**src/rtl/tail_light_seq.sv**
```systemverilog
module tail_light_seq (
  input  logic       clk,
  input  logic       rst_n,
  input  logic       left_req,
  input  logic       right_req,
  input  logic       haz_req,
  output logic [2:0] lamp_left,
  output logic [2:0] lamp_right
);

  typedef enum logic [2:0] {
    S_DARK = 3'b000,
    S_L1   = 3'b001,
    S_L2   = 3'b011,
    S_L3   = 3'b010,
    S_ALL  = 3'b100,
    S_R1   = 3'b101,
    S_R2   = 3'b111,
    S_R3   = 3'b110
  } state_t;

  state_t state, state_nx;

  wire go_all   = haz_req | (left_req & right_req);
  wire go_left  = left_req & ~right_req & ~haz_req;
  wire go_right = right_req & ~left_req & ~haz_req;
  wire early    = (state == S_L1) | (state == S_L2) |
                  (state == S_R1) | (state == S_R2);

  always_comb begin
    state_nx = S_DARK;
    unique case (state)
      S_DARK: begin
        if (go_all)        state_nx = S_ALL;
        else if (go_left)  state_nx = S_L1;
        else if (go_right) state_nx = S_R1;
        else               state_nx = S_DARK;
      end
      S_L1: state_nx = haz_req ? S_ALL : S_L2;
      S_L2: state_nx = haz_req ? S_ALL : S_L3;
      S_R1: state_nx = haz_req ? S_ALL : S_R2;
      S_R2: state_nx = haz_req ? S_ALL : S_R3;
      S_L3, S_R3, S_ALL: state_nx = S_DARK;
      default: state_nx = S_DARK;
    endcase
  end

  always_ff @(posedge clk or negedge rst_n)
    if (!rst_n) state <= S_DARK;
    else        state <= state_nx;

  // Gray step: 01 -> one lamp, 11 -> two, 10 -> three
  logic [2:0] chase;
  always_comb
    unique case (state[1:0])
      2'b01:   chase = 3'b001;
      2'b11:   chase = 3'b011;
      2'b10:   chase = 3'b111;
      default: chase = 3'b000;
    endcase

  assign lamp_left  = (state == S_ALL) ? 3'b111 : (state[2] ? 3'b000 : chase);
  assign lamp_right = (state == S_ALL) ? 3'b111 : (state[2] ? chase  : 3'b000);

  p_dark_holds_r2: assert property (@(posedge clk) disable iff (!rst_n)
    (state == S_DARK && !left_req && !right_req && !haz_req) |=> state == S_DARK);

  p_all_from_dark_r5: assert property (@(posedge clk) disable iff (!rst_n)
    (state == S_DARK && (haz_req || (left_req && right_req))) |=>
      (lamp_left == 3'b111 && lamp_right == 3'b111));

  p_gray_step_r6: assert property (@(posedge clk) disable iff (!rst_n)
    (early && !haz_req) |=> $countones(state ^ $past(state)) == 1);

  p_sides_exclusive_r7: assert property (@(posedge clk) disable iff (!rst_n)
    (lamp_left != 3'b000 && lamp_right != 3'b000) |->
      (lamp_left == 3'b111 && lamp_right == 3'b111));

  p_hazard_cuts_r8: assert property (@(posedge clk) disable iff (!rst_n)
    (early && haz_req) |=> (lamp_left == 3'b111 && lamp_right == 3'b111));

  p_back_to_dark_r9: assert property (@(posedge clk) disable iff (!rst_n)
    (state == S_L3 || state == S_R3 || state == S_ALL) |=>
      (lamp_left == 3'b000 && lamp_right == 3'b000));

endmodule

```
**config.mk**
```make
export PLATFORM = sky130hd
export DESIGN_NAME = tail_light_seq
export DESIGN_NICKNAME = d
export VERILOG_FILES = /design/src/rtl/tail_light_seq.sv
export SDC_FILE = /design/constraint.sdc
export NUM_CORES = 1
export LEC_CHECK = 0
export ABC_CLOCK_PERIOD_IN_PS = 1900
export BUFFER_PORTS_ARGS = -buffer_cell sky130_fd_sc_hd__buf_2
export CAP_MARGIN = 25
export CORE_AREA = 2 2 39 41
export CTS_CLUSTER_DIAMETER = 120
export DETAILED_ROUTE_END_ITERATION = 8
export DIE_AREA = 0 0 41 43
export GPL_ROUTABILITY_DRIVEN = 0
export GPL_TIMING_DRIVEN = 0
export PLACE_DENSITY = 0.37
export SYNTH_ARGS = -nofsm -noshare
export SYNTH_HDL_FRONTEND = slang
export SYNTH_SLANG_ARGS = --single-unit
```
**constraint.sdc**
```tcl
create_clock -name clk -period 1.9 [get_ports clk]
set_input_delay 0 -clock clk [delete_from_list [all_inputs] [get_ports clk]]
set_output_delay 0 -clock clk [all_outputs]
set_load 0.005 [all_outputs]
```
==> summary.md <==
| Metric | Value |
|---|---|
| Status | complete, no violations |
| Top post-synthesis cells by area | sky130_fd_sc_hd__dfrtp_1 36%, sky130_fd_sc_hd__buf_6 11%, sky130_fd_sc_hd__nor2b_1 8.9% |
| Largest register by flop count | state |
| Number of buffers and inverters on the critical path | 2 |
| Total clock sinks | 3 |
| Delay of the slowest critical-path stage | 0.36 ns |
| Count of TritonRoute iterations in the first routing pass | 3 |
| Endpoint arrival time on the critical path | 1.27 ns |
| Chip Width | 41 um |
| Overall die area | 1760 um^2 |
| Top-Level Pins | 11 |
| Number of hold buffers added after cts | 2 |
| Post-Route Utilization | 23.6% |
| Overall die height | 43 um |
| Power Density | 1500 nW/um^2 |
| Clock-pin transition on the worst setup and hold timing paths | 0.04 ns |
| Pin count of the biggest net entering global routing | 11 |
| Area added between synthesis and finish | 55.4% |
| Worst-margin pin slew | 0.260 ns |
| Aggregate routed wire length | 440 um |
| Unrepaired setup endpoints after global routing | false |
| Overflow left after global routing | 0 |
| Number of max-slew violations in the final report | 0 |
| Cell breakdown of the critical path | buf_6, or3b_1, o21ai_1, buf_2 |
| Clock network fraction of total power | 23.3% |
| Cell count after placement | 49 |
| Worst clock skew | 0.00148 ns |
| Peak fanout along the critical path | 7 |
| Core outline area | 1380 um^2 |
| Portion of total power attributed to combinational logic | 55.4% |
| DRC viols | 0 |
| Register share of total power | 21.3% |
| Hold Path Class | input port to async pin |
| Clock period minus worst slack | 1.27 ns |
| Fmax | 787 MHz |
| Leak | 0.000155 uW |
| Total Power | 491 uW |
| Top cell type by total area after synthesis | sky130_fd_sc_hd__dfrtp_1 |
| Final instance count without filler cells | 55 |
| Number of buffers created by CTS | 3 |
| Core Rows | 14 |
| Gate family responsible for the most delay along the worst path | flip-flops |
| H-tree Lvls | 1 |
| Number of antenna violations at the first check in global routing | 0 |
| Fillers | 153 |
| Average wire per standard cell | 8.00 um |
| Fraction of synthesized cell area taken by the top area cell type | 35.7% |
| Most used cells in the layout excluding fill and tap cells | 10 x sky130_fd_sc_hd__buf_2, 4 x sky130_fd_sc_hd__nor2_1, 3 x sky130_fd_sc_hd__nor2b_1, 3 x sky130_fd_sc_hd__clkbuf_4, 3 x sky130_fd_sc_hd__dfrtp_1 |
| Max transition margin | 82.6% |
| Vias per cell | 3.87 |
| Mapped Nets | 28 |
| Synth Area per Inst | 9.14 um^2 |
| Mapped cell area | 210 um^2 |
| Worst setup path category | register to output pin |
| Switching power as a share of total power | 34.3% |
| Max Buffers Root-to-Sink | 2 |
| Cell Int Power | 322 uW |
| Number of distinct library cells after synthesis | 14 |
| Flip-flop count of the largest register after layout | 3 |
| Final worst path period share | 66.9% |
| Post-CTS setup buffers | 0 |
| Fraction of layout cells with a size suffix above 1 | 38.5% |
| Starting DRT DRC Count | 1 |
| Antenna Cells | 0 |
| Starting Density | 15.2% |
| Insertion delay to the later sink of the worst-skew pair | 0.23 ns |
| PostCTS Resize Cnt | 0 |
| Synth warnings | 0 |
| Max-cap violations | 0 |
| Summed negative setup slack over all endpoints | 0 ns |
| Port buffer count | 10 |
| Global-route wire length before repair | 683 um |
| Number of synthesized register bits | 3 |
| Critical path endpoint category | output pin |
| Leading cell type in the layout, fill and taps excluded | sky130_fd_sc_hd__buf_2 |
| Data required time of the critical path | 1.90 ns |
| Net count of the finished layout | 45 |
| Vias in the first global route | 174 |
| Peak supply drop | 0.240 mV |
| Final Hold Violating Endpoints | 0 |
| Post-synthesis instance total | 23 |
| Share of the yosys chip area belonging to registers | 35.7% |
| Startpoint class of the critical path | register |
| Final setup violation count | 0 |
| Total net switching power | 169 uW |
| Cell with the largest stage delay on the worst path | sky130_fd_sc_hd__dfrtp_1 |
| Global router's overall resource usage | 6.34% |
| Clock tree from TritonCTS | done |
| Clock root cell | sky130_fd_sc_hd__clkbuf_4 |
| Detail Route Antenna Nets | 0 |
| Largest registers | state (3) |
| Total number of vias | 213 |
## worst register-to-register path: stages (launching register included)
cell                      delay [ns]
sky130_fd_sc_hd__dfrtp_1        0.48
sky130_fd_sc_hd__nor2b_1        0.08
sky130_fd_sc_hd__o32a_1         0.29
## stage by stage
step	hold WS [ns]	instance area (um^2)	worst slack [ns]
5_1_grt	0.0894	327	0.571
3_5_place_dp	-0.203	280	0.868
3_3_place_gp	-0.206	280	0.870
2_1_floorplan	-0.296	210	0.971
4_1_cts	0.0798	327	0.612
6_report	0.0926	327	0.630
## synth_stat cells
cell and number:
sky130_fd_sc_hd__dfrtp_1 3, sky130_fd_sc_hd__buf_6 2, sky130_fd_sc_hd__inv_1 1, sky130_fd_sc_hd__o32a_1 1
sky130_fd_sc_hd__or3b_1 1, sky130_fd_sc_hd__nor3_1 1, sky130_fd_sc_hd__nor2b_1 3, sky130_fd_sc_hd__a22o_1 1
sky130_fd_sc_hd__xnor2_1 2, sky130_fd_sc_hd__xor2_1 1, sky130_fd_sc_hd__clkbuf_1 1, sky130_fd_sc_hd__nor2_1 4
sky130_fd_sc_hd__o21ai_1 1, sky130_fd_sc_hd__a21boi_0 1
## area by class of cell
type / instances / area, um^2 / share of cell area (%)
plain buffers: 3 / 26.3 / 8.05
clock buffers: 4 / 26.3 / 8.05
multi-input cells: 16 / 105 / 32.2
well taps: 16 / 20.0 / 6.13
flip-flops and latches: 3 / 75.1 / 23.0
inverters: 1 / 3.75 / 1.15
repair buffers: 12 / 70.1 / 21.5
## kinds of logic (layout without fill, tap and decap cells)
logic type	Yosys count	in the layout	share of synthesized area (%)
DFF	3	3	35.7
and+or+nand+nor	9	9	22.6
AOI/OAI and AO/OA	4	4	14.9
buffers and inverters	4	20	14.3
xor gates and xnor gates	3	3	12.5
## power groups by stage
stage / combinational [uW] / sequential, uW / clock, uW
after floorplan: 178 / 101 / 0
after global placement: 271 / 105 / 0
after detailed placement: 274 / 106 / 0
after CTS: 278 / 105 / 119
after global routing: 305 / 108 / 126
final: 272 / 105 / 114
## final timing paths
kind                            startpoint  cells after the start            to  slack [ns]
worst min-delay path                 rst_n                      2      state[2]        0.09
worst min register to register    state[2]                      2      state[2]        0.66
min in group clk                  left_req                      3      state[0]        0.13
worst max-delay path              state[1]                      4  lamp_left[1]        0.63
worst max register to register    state[0]                      2      state[2]        0.93
max in group asynchronous            rst_n                      2      state[0]        1.70
## layer usage
layer / global-route usage [%] / part of all wire, %
met4: 8.00 / 3.9
met1: 7.12 / 40
met3: 1.57 / 2.5
met2: 8.13 / 53
met5: 0 / 0
No activity file was read; power rests on OpenSTA's default activity.
